File: config.mk
export PLATFORM = sky130hd
export DESIGN_NAME = cwf_fill_ctrl
export DESIGN_NICKNAME = d
export VERILOG_FILES = /design/src/rtl/cwf_pkg.sv /design/src/rtl/cwf_order.sv /design/src/rtl/cwf_linebuf.sv /design/src/rtl/cwf_fill_ctrl.sv
export SDC_FILE = /design/constraint.sdc
export NUM_CORES = 1
export LEC_CHECK = 0
export CORE_ASPECT_RATIO = 0.8
export CORE_MARGIN = 10
export CORE_UTILIZATION = 48
export CTS_CLUSTER_SIZE = 10
export DETAILED_ROUTE_END_ITERATION = 12
export PLACE_DENSITY = 0.91
export SKIP_CTS_REPAIR_TIMING = 1
export SLEW_MARGIN = 5
export SYNTH_ARGS = -nofsm -noshare
export SYNTH_HDL_FRONTEND = slang
export SYNTH_SLANG_ARGS = --single-unit
File: constraint.sdc
create_clock -name clk -period 3.1 [get_ports clk]
set_input_delay 0.465 -clock clk [delete_from_list [all_inputs] [get_ports clk]]
set_output_delay 0.465 -clock clk [all_outputs]
set_load 0.005 [all_outputs]
File: src/rtl/cwf_pkg.sv
// Package: shared types for the critical-word-first refill controller.
// Assumes one fill in flight at a time.
package cwf_pkg;
    typedef enum logic {
        FS_IDLE = 1'b0,
        FS_FILL = 1'b1
    } fill_state_t;
endpackage

File: src/rtl/cwf_order.sv
// Module: maps a beat count onto a word index within the line.
// In wrapped mode the index is start + count mod LINE_WORDS; in natural
// mode it is the count itself. Assumes LINE_WORDS is a power of two.
module cwf_order #(
    parameter int LINE_WORDS = 8,
    localparam int IDX_W = $clog2(LINE_WORDS)
) (
    input  logic [IDX_W-1:0] start_idx,
    input  logic             wrap_en,
    input  logic [IDX_W-1:0] beat,
    output logic [IDX_W-1:0] word_idx
);
    // Select the wrapped or the plain order; the sum wraps by truncation.
    always_comb begin
        if (wrap_en) word_idx = start_idx + beat;
        else         word_idx = beat;
    end
endmodule

File: src/rtl/cwf_linebuf.sv
// Module: line buffer with one register per word, written one beat per
// cycle at an indexed slot. Assumes at most one write per cycle.
module cwf_linebuf #(
    parameter int LINE_WORDS = 8,
    parameter int DATA_W     = 32,
    localparam int IDX_W  = $clog2(LINE_WORDS),
    localparam int LINE_W = LINE_WORDS * DATA_W
) (
    input  logic              clk,
    input  logic              rst_n,
    input  logic              wr_en,
    input  logic [IDX_W-1:0]  wr_idx,
    input  logic [DATA_W-1:0] wr_data,
    output logic [LINE_W-1:0] line
);
    for (genvar w = 0; w < LINE_WORDS; w++) begin : g_word
        logic [DATA_W-1:0] word_q;
        // Capture the beat when it targets this slot.
        always_ff @(posedge clk) begin
            if (!rst_n)                              word_q <= '0;
            else if (wr_en && wr_idx == IDX_W'(w))   word_q <= wr_data;
        end
        assign line[w*DATA_W +: DATA_W] = word_q;
    end
endmodule

File: src/rtl/cwf_fill_ctrl.sv
// Module: critical-word-first line refill controller.
// Accepts a miss when idle, issues LINE_WORDS word requests on consecutive
// cycles (wrapped from the missed word or in natural order), takes returned
// beats in request order, releases the CPU on the missed word, and presents
// the full line with tag and set one cycle after the last beat.
// Assumes memory returns beats in request order, at most one per cycle.
module cwf_fill_ctrl
    import cwf_pkg::*;
#(
    parameter int ADDR_W     = 32,
    parameter int DATA_W     = 32,
    parameter int LINE_WORDS = 8,
    parameter int SET_W      = 7,
    localparam int BYTE_OFS  = $clog2(DATA_W / 8),
    localparam int IDX_W     = $clog2(LINE_WORDS),
    localparam int OFS_W     = IDX_W + BYTE_OFS,
    localparam int TAG_W     = ADDR_W - OFS_W - SET_W,
    localparam int LADDR_W   = ADDR_W - OFS_W,
    localparam int CNT_W     = IDX_W + 1,
    localparam int LINE_W    = LINE_WORDS * DATA_W
) (
    input  logic              clk,
    input  logic              rst_n,
    input  logic              miss_valid,
    input  logic [ADDR_W-1:0] miss_addr,
    input  logic              miss_wrap,
    output logic              busy,
    output logic              mem_req_valid,
    output logic [ADDR_W-1:0] mem_req_addr,
    input  logic              mem_rsp_valid,
    input  logic [DATA_W-1:0] mem_rsp_data,
    output logic              cpu_ready,
    output logic [DATA_W-1:0] cpu_data,
    input  logic              probe_valid,
    input  logic [ADDR_W-1:0] probe_addr,
    output logic              probe_stall,
    output logic              fill_valid,
    output logic [TAG_W-1:0]  fill_tag,
    output logic [SET_W-1:0]  fill_set,
    output logic [LINE_W-1:0] fill_line
);
    localparam logic [CNT_W-1:0] CNT_FULL = CNT_W'(LINE_WORDS);
    localparam logic [CNT_W-1:0] CNT_LAST = CNT_W'(LINE_WORDS - 1);

    fill_state_t        state_q;
    logic [LADDR_W-1:0] line_q;
    logic [IDX_W-1:0]   crit_q;
    logic               wrap_q;
    logic [CNT_W-1:0]   iss_cnt_q;
    logic [CNT_W-1:0]   ret_cnt_q;
    logic [IDX_W-1:0]   iss_idx;
    logic [IDX_W-1:0]   ret_idx;
    logic               req_fire;
    logic               rsp_take;
    logic               last_beat;
    logic               accept;
    logic               unused_low;

    assign unused_low = ^{miss_addr[BYTE_OFS-1:0], probe_addr[OFS_W-1:0]};

    assign busy      = (state_q == FS_FILL);
    assign accept    = !busy && miss_valid;
    assign req_fire  = busy && (iss_cnt_q < CNT_FULL);
    assign rsp_take  = busy && mem_rsp_valid;
    assign last_beat = rsp_take && (ret_cnt_q == CNT_LAST);

    // Word index of the request being issued this cycle.
    cwf_order #(.LINE_WORDS(LINE_WORDS)) u_iss_order (
        .start_idx (crit_q),
        .wrap_en   (wrap_q),
        .beat      (iss_cnt_q[IDX_W-1:0]),
        .word_idx  (iss_idx)
    );

    // Word index of the beat being returned this cycle.
    cwf_order #(.LINE_WORDS(LINE_WORDS)) u_ret_order (
        .start_idx (crit_q),
        .wrap_en   (wrap_q),
        .beat      (ret_cnt_q[IDX_W-1:0]),
        .word_idx  (ret_idx)
    );

    // Store each returned beat at its word position.
    cwf_linebuf #(.LINE_WORDS(LINE_WORDS), .DATA_W(DATA_W)) u_linebuf (
        .clk     (clk),
        .rst_n   (rst_n),
        .wr_en   (rsp_take),
        .wr_idx  (ret_idx),
        .wr_data (mem_rsp_data),
        .line    (fill_line)
    );

    // Fill sequencing: accept, count requests and beats, finish on the last beat.
    always_ff @(posedge clk) begin
        if (!rst_n) begin
            state_q    <= FS_IDLE;
            line_q     <= '0;
            crit_q     <= '0;
            wrap_q     <= 1'b0;
            iss_cnt_q  <= '0;
            ret_cnt_q  <= '0;
            fill_valid <= 1'b0;
        end else begin
            fill_valid <= 1'b0;
            if (accept) begin
                state_q   <= FS_FILL;
                line_q    <= miss_addr[ADDR_W-1:OFS_W];
                crit_q    <= miss_addr[OFS_W-1:BYTE_OFS];
                wrap_q    <= miss_wrap;
                iss_cnt_q <= '0;
                ret_cnt_q <= '0;
            end else if (busy) begin
                if (req_fire) iss_cnt_q <= iss_cnt_q + 1'b1;
                if (rsp_take) ret_cnt_q <= ret_cnt_q + 1'b1;
                if (last_beat) begin
                    state_q    <= FS_IDLE;
                    fill_valid <= 1'b1;
                end
            end
        end
    end

    // Request channel and CPU release.
    assign mem_req_valid = req_fire;
    assign mem_req_addr  = {line_q, iss_idx, {BYTE_OFS{1'b0}}};
    assign cpu_ready     = rsp_take && (ret_idx == crit_q);
    assign cpu_data      = mem_rsp_data;

    // Line identity for install and for stalling lookups of the pending line.
    assign fill_tag    = line_q[LADDR_W-1:SET_W];
    assign fill_set    = line_q[SET_W-1:0];
    assign probe_stall = probe_valid && busy && (probe_addr[ADDR_W-1:OFS_W] == line_q);


    cpu_ready_single_chk: assert property (@(posedge clk) disable iff (!rst_n)
        cpu_ready |=> !cpu_ready);

    fill_idle_chk: assert property (@(posedge clk) disable iff (!rst_n)
        fill_valid |-> !busy);

    fill_after_last_chk: assert property (@(posedge clk) disable iff (!rst_n)
        last_beat |=> fill_valid);

    busy_on_accept_chk: assert property (@(posedge clk) disable iff (!rst_n)
        (miss_valid && !busy) |=> busy);

    req_in_fill_chk: assert property (@(posedge clk) disable iff (!rst_n)
        mem_req_valid |-> busy);

    stall_in_fill_chk: assert property (@(posedge clk) disable iff (!rst_n)
        probe_stall |-> busy);
endmodule

==> out/qor.yml <==
synth_top_family_by_area: "compound AO/OA/AOI/OAI gates"
worst-path-max-fanout: 5
finalWirelength_um: 64500
grt.overflow.total: 0
ys_warn_count: 0
rows: 58
wire_per_inst_um: 24.9
p_leak_nw: 7.07
status: "finished clean"
synth_top_area_share_pct: 39.1
powerDensity_nw_per_um2: 426
clock_latency_ns: 0.54
worst_slew_pin_slew_ns: 0.769
synth-xor-area-share_pct: 2.54
drive_above_1_share_pct: 7.02
path_class: "flop to output port"
synth_compound_area_share_pct: 24.7
syn-cell-area_um2: 15200
critPathArrivalTime_ns: 2.51
setup_viol: 0
synth-simple-area-share_pct: 22.5
antenna_left: 0
drt_iter0_drc: 2521
htree_levels: 2
via_per_inst: 6.53
dpl.hpwl_um: 41400
first_pass_iters: 6
yosysTopAreaCell: "dfxtp_1"
num_io_pins: 454
fillers: 2492
finalCritPeriodShare_pct: 95.8
portBuffers: 444
synth-seq-cells: 297
hold_viol_final: 0
clk_path_buf_depth: 3
placed_area_um2: 19500
die_x_um: 219
rsz0062_at_grt: "no"
tritoncts: "built"
start_util_pct: 48.5
synth_edf_count: 0
regArea_um2: 5950
grtUsageTotal_pct: 30.8
synth-adder-area-share_pct: 0.592
maxSlewHeadroom_pct: 48.7
die_h_um: 179
final_util_pct: 65.8
multi_input_area_um2: 7870
ys_top_cells_by_area: "dfxtp_1, nand3_1, a21oi_1"
start_kind: "flop"
cts_inserted_buffers: 36
grt_antenna_before_repair: 6
clkTransAtPathRegs_ns: 0.06
muxShareOfSynthArea_pct: 0.379
cts-root-buf: "clkbuf_16"
drv_cap: 0
vdd_drop_max_mv: 0.391
final_common_cell: "clkdlybuf4s50_1"
grt_pass1_wl_um: 96200
fmax_mhz: 337
globalplace.congestion: 0.931
synth_top_flop_cell: "dfxtp_1"
synthToLayoutAreaGrowth_pct: 35.6
grt_max_degree: 147
power_w: 0.00879
slew_violations: 0
drc: 0
cp-end-kind: "output port"
ys_seq_area_share_pct: 39.1
synth.distinct_cells: 47
cts_sinks: 297
required_ns: 2.63
grt_pass1_vias: 16100
async_flop_share_pct: 0
core_area_um2: 31400
syn-mean-instance-area_um2: 7.93
nNetsFinal: 2264
syn_inst: 1917
fin_skew_ns: 0.0253
stdcell_area_um2: 20600
vias: 16900
hp-class: "input port to flop"
period_minus_slack_ns: 2.97
final_cell_mix: "clkdlybuf4s50_1, dfxtp_1, nand3_1, a21oi_1, nand2_1"
die_area_um2: 39200
fin_hold_ws_ns: 0.444
==> report_power, final <==
group          total, W  internal, W  switching [W]  leakage, nW
sequential      0.00394      0.00388      0.0000651         2.40
clock           0.00382      0.00217        0.00165        0.495
combinational   0.00102     0.000431       0.000590         4.18
total           0.00879      0.00648        0.00231         7.07
==> critical path: stages (launching register included) <==
cell and delay, ns:
dfxtp_1 0.36, ha_1 0.21, fa_1 0.37, xor2_1 0.15
nand2_1 0.11, xnor2_2 0.22, clkdlybuf4s50_1 0.56
==> sequential cells by signal (all words and copies together) (netlist names) <==
register / cells
u_linebuf.g_word.word_q: 256
ret_cnt_q: 4
fill_valid: 1
busy: 1
wrap_q: 1
iss_cnt_q: 4
crit_q: 3
line_q: 27
==> final cells by class <==
| class | count | area share (%) |
|---|---|---|
| Sequential cell | 297 | 28.9 |
| Timing Repair Buffer | 517 | 25.3 |
| Tap cell | 420 | 2.55 |
| Clock buffer | 43 | 4.64 |
| Clock inverter | 4 | 0.243 |
| Multi-Input combinational cell | 1298 | 38.1 |
| Inverter | 6 | 0.140 |
| Antenna cell | 6 | 0.0728 |
==> metal layers <==
| metal | routed length (µm) | GRT usage, % | part of all wire, % |
|---|---|---|---|
| met1 | 22800 | 35.2 | 35 |
| met2 | 30300 | 50.1 | 47 |
| met5 | 0 | 0 | 0 |
| met3 | 7480 | 9.58 | 12 |
| met4 | 3830 | 18.6 | 5.9 |
==> cell usage after synthesis (all sizes together) (2+ instances only) <==
cell / instances
nand3b: 32
a21oi: 258
a21boi: 2
nand4: 71
xnor2: 19
o31ai: 64
inv: 5
dfxtp: 297
fa: 2
nor3: 34
nand2: 138
mux2: 3
and3: 64
clkbuf: 214
xor2: 19
nor2: 12
ha: 4
nor2b: 2
buf: 103
o21ai: 133
nand3: 291
and2: 2
nor4: 8
a221oi: 64
o2111a: 64
mux2i: 2
==> stage by stage <==
stage	std cells	TNS, ns	worst slack [ns]
after floorplan	1918	0	0.697
after global placement	2537	-0.422	-0.422
after detailed placement	2537	-0.402	-0.402
after CTS	2584	-0.815	-0.451
after global routing	2591	0	0.0628
final	2591	0	0.129
==> final timing paths <==
| kind | to | slack (ns) | cells past startpoint | from |
|---|---|---|---|---|
| hold reg to reg | u_linebuf.g_word[3].word_q[20] | 0.47 | 2 | u_linebuf.g_word[3].word_q[20] |
| setup reg to reg | u_linebuf.g_word[2].word_q[5] | 0.48 | 9 | ret_cnt_q[0] |
| setup / recovery | mem_req_addr[4] | 0.13 | 6 | iss_cnt_q[0] |
| hold / removal | u_linebuf.g_word[6].word_q[21] | 0.44 | 3 | rst_n |
==> cells by family after synthesis <==
| group | count (synthesis) |
|---|---|
| and+or+nand+nor | 659 |
| AOI/OAI and AO/OA | 586 |
| buffers and inverters | 323 |
| DFF | 297 |
| xor gates and xnor gates | 40 |
| adders and majority gates | 6 |
| muxes | 5 |
| other | 1 |
Power figures use the tool's default switching activity.
